<file path="config.mk">
export PLATFORM = sky130hd
export DESIGN_NAME = stack_ptr_unit
export DESIGN_NICKNAME = d
export VERILOG_FILES = /design/src/rtl/stack_ptr_pkg.sv /design/src/rtl/stack_ptr_reg.sv /design/src/rtl/stack_frame_seq.sv /design/src/rtl/stack_ret_unpack.sv /design/src/rtl/stack_ptr_unit.sv
export SDC_FILE = /design/constraint.sdc
export NUM_CORES = 1
export LEC_CHECK = 0
export ABC_CLOCK_PERIOD_IN_PS = 5390
export BUFFER_PORTS_ARGS = -buffer_cell sky130_fd_sc_hd__buf_2
export CAP_MARGIN = 20
export CORE_AREA = 2 2 99 125
export CTS_BUF_LIST = sky130_fd_sc_hd__clkbuf_4 sky130_fd_sc_hd__clkbuf_8 sky130_fd_sc_hd__clkbuf_16
export DETAILED_ROUTE_END_ITERATION = 6
export DIE_AREA = 0 0 101 127
export HOLD_SLACK_MARGIN = 0.06
export PLACE_DENSITY = 0.57
export SYNTH_ARGS = -nofsm -noshare
export SYNTH_HDL_FRONTEND = slang
export SYNTH_SLANG_ARGS = --single-unit
</file>
<file path="constraint.sdc">
create_clock -name clk_i -period 5.39 [get_ports clk_i]
set_input_delay 0.2695 -clock clk_i [delete_from_list [all_inputs] [get_ports clk_i]]
set_output_delay 0.2695 -clock clk_i [all_outputs]
set_load 0.02 [all_outputs]
</file>
<file path="src/rtl/stack_ptr_pkg.sv">
package stack_ptr_pkg;
  typedef enum logic [1:0] {
    ST_IDLE,
    ST_FRAME_HI,
    ST_RET_LO,
    ST_RET_END
  } seq_state_e;

  typedef enum logic [2:0] {
    OP_NONE,
    OP_PUSH,
    OP_POP,
    OP_CALL,
    OP_EXC,
    OP_RET,
    OP_LOAD
  } stack_op_e;
endpackage

</file>
<file path="src/rtl/stack_ptr_reg.sv">
module stack_ptr_reg #(
  parameter int          AW       = 16,
  parameter logic [AW-1:0] RESET_SP = 16'h1000
) (
  input  logic          clk_i,
  input  logic          rst_ni,
  input  logic          load_i,
  input  logic [AW-1:0] load_val_i,
  input  logic          inc_i,
  input  logic          dec_i,
  output logic [AW-1:0] sp_o
);
  localparam logic [AW-1:0] STEP = AW'(2);
  localparam logic [AW-1:0] ALIGN_MASK = ~AW'(1);

  logic [AW-1:0] sp_q;

  always_ff @(posedge clk_i or negedge rst_ni) begin
    if (!rst_ni)     sp_q <= RESET_SP & ALIGN_MASK;
    else if (load_i) sp_q <= load_val_i & ALIGN_MASK;
    else if (inc_i)  sp_q <= sp_q + STEP;
    else if (dec_i)  sp_q <= sp_q - STEP;
  end

  assign sp_o = sp_q;


  sp_even_chk: assert property (@(posedge clk_i) disable iff (!rst_ni) sp_q[0] == 1'b0);

  sp_inc_chk: assert property (@(posedge clk_i) disable iff (!rst_ni)
    (inc_i && !load_i) |=> sp_q == $past(sp_q) + STEP);

  sp_dec_chk: assert property (@(posedge clk_i) disable iff (!rst_ni)
    (dec_i && !load_i && !inc_i) |=> sp_q == $past(sp_q) - STEP);
endmodule

</file>
<file path="src/rtl/stack_frame_seq.sv">
module stack_frame_seq
  import stack_ptr_pkg::*;
#(
  parameter int AW  = 16,
  parameter int DW  = 16,
  parameter int PCW = 23,
  parameter int SRW = 8
) (
  input  logic           clk_i,
  input  logic           rst_ni,
  input  logic           push_i,
  input  logic [DW-1:0]  push_data_i,
  input  logic           pop_i,
  input  logic           call_i,
  input  logic           exc_i,
  input  logic           ret_i,
  input  logic           ret_exc_i,
  input  logic [PCW-1:0] pc_i,
  input  logic [SRW-1:0] sr_i,
  input  logic           load_req_i,
  input  logic [AW-1:0]  sp_i,
  output logic [AW-1:0]  mem_addr_o,
  output logic [DW-1:0]  mem_wdata_o,
  output logic           mem_we_o,
  output logic           mem_re_o,
  output logic           sp_load_o,
  output logic           sp_inc_o,
  output logic           sp_dec_o,
  output logic           busy_o,
  output logic           pop_issue_o,
  output logic           ret_hi_cap_o,
  output logic           ret_done_o,
  output logic           ret_exc_o
);
  localparam int HIW = PCW - DW;

  seq_state_e state_q, state_d;
  stack_op_e  op;
  logic [DW-1:0] word2_q, word2_d;
  logic          exc_q;
  logic [AW-1:0] sp_m2;

  assign sp_m2 = sp_i - AW'(2);

  always_comb begin
    op = OP_NONE;
    if (state_q == ST_IDLE) begin
      if (load_req_i)  op = OP_LOAD;
      else if (ret_i)  op = OP_RET;
      else if (exc_i)  op = OP_EXC;
      else if (call_i) op = OP_CALL;
      else if (pop_i)  op = OP_POP;
      else if (push_i) op = OP_PUSH;
    end
  end

  // second frame word: status (or zero) on top, upper PC bits at the bottom
  always_comb begin
    word2_d = '0;
    word2_d[HIW-1:0] = pc_i[PCW-1:DW];
    if (op == OP_EXC) word2_d[DW-1 -: SRW] = sr_i;
  end

  always_comb begin
    mem_addr_o  = sp_i;
    mem_wdata_o = '0;
    mem_we_o    = 1'b0;
    mem_re_o    = 1'b0;
    sp_load_o   = 1'b0;
    sp_inc_o    = 1'b0;
    sp_dec_o    = 1'b0;
    pop_issue_o = 1'b0;
    state_d     = state_q;
    unique case (state_q)
      ST_IDLE: begin
        unique case (op)
          OP_LOAD: sp_load_o = 1'b1;
          OP_RET: begin
            mem_re_o   = 1'b1;
            mem_addr_o = sp_m2;
            sp_dec_o   = 1'b1;
            state_d    = ST_RET_LO;
          end
          OP_EXC, OP_CALL: begin
            mem_we_o    = 1'b1;
            mem_wdata_o = pc_i[DW-1:0];
            sp_inc_o    = 1'b1;
            state_d     = ST_FRAME_HI;
          end
          OP_POP: begin
            mem_re_o    = 1'b1;
            mem_addr_o  = sp_m2;
            sp_dec_o    = 1'b1;
            pop_issue_o = 1'b1;
          end
          OP_PUSH: begin
            mem_we_o    = 1'b1;
            mem_wdata_o = push_data_i;
            sp_inc_o    = 1'b1;
          end
          default: ;
        endcase
      end
      ST_FRAME_HI: begin
        mem_we_o    = 1'b1;
        mem_wdata_o = word2_q;
        sp_inc_o    = 1'b1;
        state_d     = ST_IDLE;
      end
      ST_RET_LO: begin
        mem_re_o   = 1'b1;
        mem_addr_o = sp_m2;
        sp_dec_o   = 1'b1;
        state_d    = ST_RET_END;
      end
      ST_RET_END: state_d = ST_IDLE;
      default:    state_d = ST_IDLE;
    endcase
  end

  always_ff @(posedge clk_i or negedge rst_ni) begin
    if (!rst_ni) begin
      state_q <= ST_IDLE;
      word2_q <= '0;
      exc_q   <= 1'b0;
    end else begin
      state_q <= state_d;
      if (op == OP_CALL || op == OP_EXC) word2_q <= word2_d;
      if (op == OP_RET) exc_q <= ret_exc_i;
    end
  end

  assign busy_o       = (state_q != ST_IDLE);
  assign ret_hi_cap_o = (state_q == ST_RET_LO);
  assign ret_done_o   = (state_q == ST_RET_END);
  assign ret_exc_o    = exc_q;


  access_excl_chk: assert property (@(posedge clk_i) disable iff (!rst_ni)
    !(mem_we_o && mem_re_o));

  frame_two_writes_chk: assert property (@(posedge clk_i) disable iff (!rst_ni)
    (op == OP_CALL || op == OP_EXC) |=> (mem_we_o && busy_o));

  ret_sequence_chk: assert property (@(posedge clk_i) disable iff (!rst_ni)
    (op == OP_RET) |=> mem_re_o ##1 ret_done_o);

  busy_no_load_chk: assert property (@(posedge clk_i) disable iff (!rst_ni)
    busy_o |-> !sp_load_o);
endmodule

</file>
<file path="src/rtl/stack_ret_unpack.sv">
module stack_ret_unpack #(
  parameter int DW  = 16,
  parameter int PCW = 23,
  parameter int SRW = 8
) (
  input  logic           clk_i,
  input  logic           rst_ni,
  input  logic           pop_issue_i,
  input  logic           hi_cap_i,
  input  logic           done_i,
  input  logic           exc_i,
  input  logic [DW-1:0]  rdata_i,
  output logic           pop_valid_o,
  output logic [DW-1:0]  pop_data_o,
  output logic           ret_valid_o,
  output logic [PCW-1:0] pc_ret_o,
  output logic [SRW-1:0] sr_ret_o,
  output logic           sr_we_o
);
  localparam int HIW = PCW - DW;

  logic           pop_pend_q;
  logic [HIW-1:0] hi_pc_q;
  logic [SRW-1:0] hi_sr_q;

  always_ff @(posedge clk_i or negedge rst_ni) begin
    if (!rst_ni) begin
      pop_pend_q <= 1'b0;
      hi_pc_q    <= '0;
      hi_sr_q    <= '0;
    end else begin
      pop_pend_q <= pop_issue_i;
      if (hi_cap_i) begin
        hi_pc_q <= rdata_i[HIW-1:0];
        hi_sr_q <= rdata_i[DW-1 -: SRW];
      end
    end
  end

  assign pop_valid_o = pop_pend_q;
  assign pop_data_o  = pop_pend_q ? rdata_i : '0;
  assign ret_valid_o = done_i;
  assign pc_ret_o    = done_i ? {hi_pc_q, rdata_i[DW-1:1], 1'b0} : '0;
  assign sr_we_o     = done_i && exc_i;
  assign sr_ret_o    = sr_we_o ? hi_sr_q : '0;


  pop_follow_chk: assert property (@(posedge clk_i) disable iff (!rst_ni)
    pop_issue_i |=> pop_valid_o);

  sr_we_in_ret_chk: assert property (@(posedge clk_i) disable iff (!rst_ni)
    sr_we_o |-> ret_valid_o);

  pc_even_chk: assert property (@(posedge clk_i) disable iff (!rst_ni)
    ret_valid_o |-> pc_ret_o[0] == 1'b0);
endmodule

</file>
<file path="src/rtl/stack_ptr_unit.sv">
module stack_ptr_unit #(
  parameter int            AW       = 16,
  parameter int            DW       = 16,
  parameter int            PCW      = 23,
  parameter int            SRW      = 8,
  parameter logic [AW-1:0] RESET_SP = 16'h1000
) (
  input  logic           clk_i,
  input  logic           rst_ni,
  input  logic           push_i,
  input  logic [DW-1:0]  push_data_i,
  input  logic           pop_i,
  input  logic           call_i,
  input  logic           exc_i,
  input  logic           ret_i,
  input  logic           ret_exc_i,
  input  logic [PCW-1:0] pc_i,
  input  logic [SRW-1:0] sr_lo_i,
  input  logic           sp_we_i,
  input  logic [AW-1:0]  sp_wdata_i,
  input  logic [DW-1:0]  mem_rdata_i,
  output logic [AW-1:0]  sp_o,
  output logic [AW-1:0]  mem_addr_o,
  output logic [DW-1:0]  mem_wdata_o,
  output logic           mem_we_o,
  output logic           mem_re_o,
  output logic           busy_o,
  output logic           pop_valid_o,
  output logic [DW-1:0]  pop_data_o,
  output logic           ret_valid_o,
  output logic [PCW-1:0] pc_ret_o,
  output logic [SRW-1:0] sr_ret_o,
  output logic           sr_ret_we_o
);
  logic sp_load, sp_inc, sp_dec;
  logic pop_issue, ret_hi_cap, ret_done, ret_exc;
  logic [AW-1:0] sp;

  stack_ptr_reg #(.AW(AW), .RESET_SP(RESET_SP)) u_sp (
    .clk_i      (clk_i),
    .rst_ni     (rst_ni),
    .load_i     (sp_load),
    .load_val_i (sp_wdata_i),
    .inc_i      (sp_inc),
    .dec_i      (sp_dec),
    .sp_o       (sp)
  );

  stack_frame_seq #(.AW(AW), .DW(DW), .PCW(PCW), .SRW(SRW)) u_seq (
    .clk_i        (clk_i),
    .rst_ni       (rst_ni),
    .push_i       (push_i),
    .push_data_i  (push_data_i),
    .pop_i        (pop_i),
    .call_i       (call_i),
    .exc_i        (exc_i),
    .ret_i        (ret_i),
    .ret_exc_i    (ret_exc_i),
    .pc_i         (pc_i),
    .sr_i         (sr_lo_i),
    .load_req_i   (sp_we_i),
    .sp_i         (sp),
    .mem_addr_o   (mem_addr_o),
    .mem_wdata_o  (mem_wdata_o),
    .mem_we_o     (mem_we_o),
    .mem_re_o     (mem_re_o),
    .sp_load_o    (sp_load),
    .sp_inc_o     (sp_inc),
    .sp_dec_o     (sp_dec),
    .busy_o       (busy_o),
    .pop_issue_o  (pop_issue),
    .ret_hi_cap_o (ret_hi_cap),
    .ret_done_o   (ret_done),
    .ret_exc_o    (ret_exc)
  );

  stack_ret_unpack #(.DW(DW), .PCW(PCW), .SRW(SRW)) u_ret (
    .clk_i       (clk_i),
    .rst_ni      (rst_ni),
    .pop_issue_i (pop_issue),
    .hi_cap_i    (ret_hi_cap),
    .done_i      (ret_done),
    .exc_i       (ret_exc),
    .rdata_i     (mem_rdata_i),
    .pop_valid_o (pop_valid_o),
    .pop_data_o  (pop_data_o),
    .ret_valid_o (ret_valid_o),
    .pc_ret_o    (pc_ret_o),
    .sr_ret_o    (sr_ret_o),
    .sr_we_o     (sr_ret_we_o)
  );

  assign sp_o = sp;


  idle_quiet_chk: assert property (@(posedge clk_i) disable iff (!rst_ni)
    (!busy_o && !push_i && !pop_i && !call_i && !exc_i && !ret_i) |-> !(mem_we_o || mem_re_o));
endmodule

</file>
# Word-level counts from Yosys, hierarchy flattened
# Cells that the tools add are included.
# totals
reg_bits,50
in_bits,88
out_inout_bits,101
elab_cells,56
# op_classes
n_addsub,2
eq_ne,10
n_mux,28
reduce_logical,9
# ops
op,count
one-hot mux 16 bit (2 select lines),3
two-way mux 16 bit,5
two-way mux 23 bit,1
two-way mux 3 bit,6
"adder 16 x 2 -> 16 bit, second input constant",1
two-way mux 8 bit,2
"subtractor 16 x 2 -> 16 bit, second input constant",1
"== test 3 bit, second input constant",3
two-way mux 1 bit,7
"== test 3 x 2 -> 1 bit, second input constant",2
one-hot mux 2 bit (3 select lines),1
OR reduction 2 bit,3
"== test 2 bit, second input constant",2
one-hot mux 1 bit (2 select lines),2
one-hot mux 2 bit (2 select lines),1
"== test 3 x 1 -> 1 bit, second input constant",1
"!= test 3 bit, second input constant",1
nonzero test 3 bit,1
OR reduction 3 bit,1
"== test 2 x 1 -> 1 bit, second input constant",1
zero test 2 bit,1
nonzero test 2 bit,1
logical AND 1 bit,1
logical OR 1 bit,1

# Logic depth before layout (Yosys ltp)
# depth
word_depth,14
mapped_depth,9

# Modules after synthesis
# From an unflattened synthesis, not the netlist that was laid out.
# hier_totals
cells_unflattened,426
hier_area_um2,3828.7
# modules_own_cells
module,n_inst,cells_per_inst,area_per_inst_um2
stack_ptr_reg,1,168,1490.2
stack_frame_seq,1,171,1372.6
stack_ret_unpack,1,87,965.9

# Worst setup path after synthesis
# OpenSTA, ideal clock, no wires.
# synth_path
kind,flip-flop to output port
start,"register u_sp.sp_q[1], in the netlist u_sp.sp_o[1]"
end,output mem_addr_o[13]
t_arrival_ns,2.133
slack_ns,2.988
path_stages_with_launch,9
cell_sequence,dfrtp_1 > inv_1 > ha_1 > nor3b_1 > and3_1 > buf_2 > nor3b_1 > nand2_1 > xnor2_1
# synth_via
elab_chain_len,3
# synth_lines
item,line_no,rtl
"start, declared",stack_ptr_reg.sv:16,logic [AW-1:0] sp_q;
"start signal, assigned",stack_ptr_reg.sv:19,if (!rst_ni) sp_q <= RESET_SP & ALIGN_MASK;
"start signal, assigned",stack_ptr_reg.sv:20,else if (load_i) sp_q <= load_val_i & ALIGN_MASK;
"start signal, assigned",stack_ptr_reg.sv:21,else if (inc_i) sp_q <= sp_q + STEP;
subtractor 16 x 2 -> 16 bit *,stack_frame_seq.sv:43,assign sp_m2 = sp_i - AW'(2);
two-way mux 16 bit,stack_frame_seq.sv:76,unique case (op)
one-hot mux 16 bit (2 select lines) *,stack_frame_seq.sv:74,unique case (state_q)
"end, declared",stack_ptr_unit.sv:23,"output logic [AW-1:0] mem_addr_o,"
# Mark *: on every way between the ends. The rest lies on a longest branch, timed or not.

# Worst setup path after layout
# layout_path
start,register u_seq.state_q[1]
end,output mem_wdata_o[8]
# layout_via
elab_chain_len,6
elab_cells_between_ends,9
# layout_lines
item,line_no,rtl
"start, declared",stack_frame_seq.sv:37,"seq_state_e state_q, state_d;"
"start signal, assigned",stack_frame_seq.sv:127,state_q <= state_d;
zero test 2 bit,"stack_frame_seq.sv:47, stack_frame_seq.sv:74",
two-way mux 3 bit,stack_frame_seq.sv:47,if (state_q == ST_IDLE) begin
== test 3 x 2 -> 1 bit / == test 3 bit (equally long branches),stack_frame_seq.sv:76,
OR reduction 2 bit,--,
one-hot mux 16 bit (2 select lines),stack_frame_seq.sv:76,
one-hot mux 16 bit (2 select lines) *,stack_frame_seq.sv:74,
"end, declared",stack_ptr_unit.sv:24,"output logic [DW-1:0] mem_wdata_o,"
# Marked as above.

==> results by group <==
Synth
  – Top-area cell type share of the netlist area: 35.1%
  – Top cells by area, synth: dfrtp_1 (35%), mux2_2 (5.3%), and2_1 (5.1%)
  – Register area share after synthesis: 35.8%
  – Post-synthesis cell type count: 60
  – Multiplexer area fraction after synthesis: 5.26%
  – Ys async rst share: 100%
  – Largest family of logic cells by synthesized area: simple AND/OR/NAND/NOR gates
  – Post-synthesis xor/xnor area fraction: 4.86%
  – Simple-gate share of the synthesized area: 26.7%
  – Main synth FF type: dfrtp_1
  – #FFs+latches synth: 49
  – Adder-Cell Fraction of Synth Area: 0.731%
  – Post-synthesis cell count: 397
  – Mapped cell area: 3420 um^2
  – Compound-Gate Fraction of Synth Area: 18.8%
  – Number of enable flip-flop cells after synthesis: 0
  – YS warnings: 0
  – Yosys top cell by area: dfrtp_1
  – Avg Inst Size Synth: 8.63 um^2

Detailed routing
  – Final wirelength: 10.7 mm
  – Met3 wire length: 702 um
  – Top sig layer: met4
  – Via count: 3582
  – Via density: 5.12
  – Antenna-violating nets left: 0
  – Router iterations before antenna repair: 4
  – DRT met1 WL: 4.38 mm
  – Met2 WL: 5.34 mm
  – Mean routed wirelength per cell: 15.2 um
  – Drc violations: 0
  – Initial drt markers: 201

STA
  – Minimum clock period: 3220 ps
  – Worst clock skew: 4.37 ps
  – Final period util: 59.8%
  – Final Slew Violations: 0
  – Worst Tran Pin Value: 1030 ps
  – RSZ-0062 raised after global routing: no
  – Achievable Freq: 310 MHz
  – Final hold vios: 0
  – Final setup vio count: 0
  – Final TNS setup: 0 ps
  – Relative slew margins: 31.3%

Setup path
  – Cell family with the largest share of critical-path delay: simple AND/OR/NAND/NOR gates
  – Worst Setup End Kind: output port
  – Worst path arrival time: 2950 ps
  – WP buf/inv: 2
  – Max incr delay on CP: 750 ps
  – Critical path class: reg -> out
  – Worst-path cell with the longest stage delay: nor4_4
  – CP Cell Sequence: or4_1 > nor4_4 > a222oi_1 > inv_1 > buf_2
  – Critical R2R Capture: u_sp.sp_o[5]
  – CP max FO: 32
  – Reg2Reg Setup Slack: 2780 ps
  – Worst EP required: 5120 ps
  – R2R depth: 6
  – R2R Path Start: u_seq.state_q[1]
  – Critical path startpoint category: flop

Die
  – Overall die height: 127 um
  – DIE WIDTH: 101 um
  – Ports: 189
  – Starting Density: 29.6%
  – Die ar.: 12800 um^2
  – Site Rows: 44
  – CORE AREA: 11600 um^2

Clock tree
  – Post-cts gate resize count: 0
  – Num CTS Buffers: 5
  – Clk Latency, worst-skew pair: 290 ps
  – Max Buffers Root-to-Sink: 2
  – Root buf cell: clkbuf_16
  – Clock sinks: 49
  – Worst-path clk slew: 70 ps
  – H-tree lvl count: 2
  – CTS Hold Bufs: 0
  – TritonCTS clock tree: built
  – Post-CTS Setup Repair Bufs: 0

Global route
  – Gr ovfl total: 0
  – Largest net degree at the start of global routing: 50
  – GRT Total Usage: 16.2%
  – First-pass GRT wire length: 16.6 mm
  – Initial antenna violation count: 1
  – Number of global-route vias before repair: 3339

Pwr
  – LEAKAGE: 2.44 nW
  – Peak supply drop: 161 uV
  – Cell Pwr Density: 528 nW/um^2
  – Power after layout: 2.40 mW

Place
  – IO Port Bufs: 184
  – DP Wirelength: 7.86 mm
  – DP Cell Count: 690
  – GPL Wtd Cong: 0.837

Finish
  – Number of fill cells in the layout: 1216
  – Final net count: 650
  – Finished Layout Cells: 700
  – Area Growth Syn to Fin: 32.8%
  – Share of cells above drive strength 1: 40.6%

Hold path
  – Min-Delay Path Class: in -> async

Run status
  – Status: complete, no violations

Flow run
  – Max Cap Viol: 0
metal layers:
metal	track usage, %	up-vias
li1	-	1749
met1	20.0	1666
met2	28.3	153
met3	2.95	14
met4	5.48	0
met5	0	-
synth_stat cells, drive strengths merged (2+ instances only):
cell type / count
nand4: 5
buf: 14
nor2: 27
o22ai: 4
a2111oi: 3
o21ai: 14
nand2b: 4
inv: 25
nor4: 3
o2bb2ai: 2
nor3: 7
and4: 2
nor3b: 2
o211ai: 3
nand2: 46
xnor2: 15
and2: 28
mux2: 16
ha: 2
o221ai: 3
or2: 2
or4: 2
a221o: 5
o21a: 3
a222oi: 15
nand4b: 2
a21oi: 11
a22o: 9
xor2: 4
a31o: 3
dfrtp: 48
a31oi: 2
clkbuf: 20
and3: 28
a211oi: 2
nand3: 7
stage by stage:
stage               setup slack (ps)  hold slack, ps  instance area [um^2]  util (%)
floorplan                       2990           -26.1                  3430         -
global placement                2500             429                  4390      38.0
detailed placement              2460             436                  4390      38.0
CTS                             2120             117                  4540      39.2
global route                    1890             138                  4550      39.3
finish                          2170            72.2                  4550      39.3
worst reg2reg max path: stages, from the launching register on:
cell and delay (ps):
dfrtp_1 700, or4_1 740, a21oi_1 220, o21a_1 450
a2111oi_0 130, o21ai_0 110, o211ai_1 110
worst max-delay path by stage:
stage / startpoint / to / slack [ps] / cells after the start
5_1_grt: u_seq.state_q[1] / mem_wdata_o[8] / 1890 / 5
4_1_cts: u_seq.state_q[1] / mem_wdata_o[8] / 2120 / 5
2_1_floorplan: u_sp.sp_o[1] / mem_addr_o[13] / 2990 / 8
3_3_place_gp: u_seq.state_q[1] / mem_wdata_o[8] / 2500 / 5
3_5_place_dp: u_seq.state_q[1] / mem_wdata_o[8] / 2460 / 5
6_report: u_seq.state_q[1] / mem_wdata_o[8] / 2170 / 5
power by group:
| group | switching, mW | internal, mW | total (mW) |
|---|---|---|---|
| sequential | 0.238 | 0.542 | 0.780 |
| combinational | 0.772 | 0.528 | 1.30 |
| clock | 0.146 | 0.173 | 0.320 |
sequential cells by signal, indices dropped and copies added, names as in the netlist:
signal and cells:
u_sp.sp_o 15, u_seq.state_q 2, u_ret.hi_sr_q 8, u_ret.pop_valid_o 1, u_seq.word2_q 15, u_ret.hi_pc_q 7
u_seq.ret_exc_o 1
cells in the final DEF (no fill, tap or decap), types with 3 or more instances in the layout:
master       n
nand2_1     45
clkbuf_16    5
conb_1       3
and3_1      28
a222oi_1    15
buf_4        4
nor2_1      26
a22o_1       9
dfrtp_1     48
xnor2_1     15
mux2_2      16
nand3_1      7
a221o_1      5
nor3_1       7
o211ai_1     3
buf_2      184
nand4_1      4
and2_1      28
inv_1       24
o221ai_1     3
clkinv_4     3
a21oi_1     11
nand2b_1     4
o21ai_0     13
xor2_1       4
o22ai_1      4
area by class of cell:
cell class | instances | area, um^2 | area share [%]
inverters | 26 | 103 | 2.26
repair buffers | 188 | 951 | 20.9
multi-input cells | 290 | 1940 | 42.7
clock buffers | 5 | 125 | 2.75
flip-flops and latches | 49 | 1230 | 27.0
clock inverters | 3 | 22.5 | 0.495
diodes | 1 | 2.50 | 0.0550
well taps | 138 | 173 | 3.80
cells by family after synthesis:
group | Yosys count
simple gates | 168
flops | 49
buf+inv | 60
other cells | 1
mux | 16
fa+ha+maj | 2
compound gates | 82
xor+xnor | 19
Power figures use the tool's default switching activity.
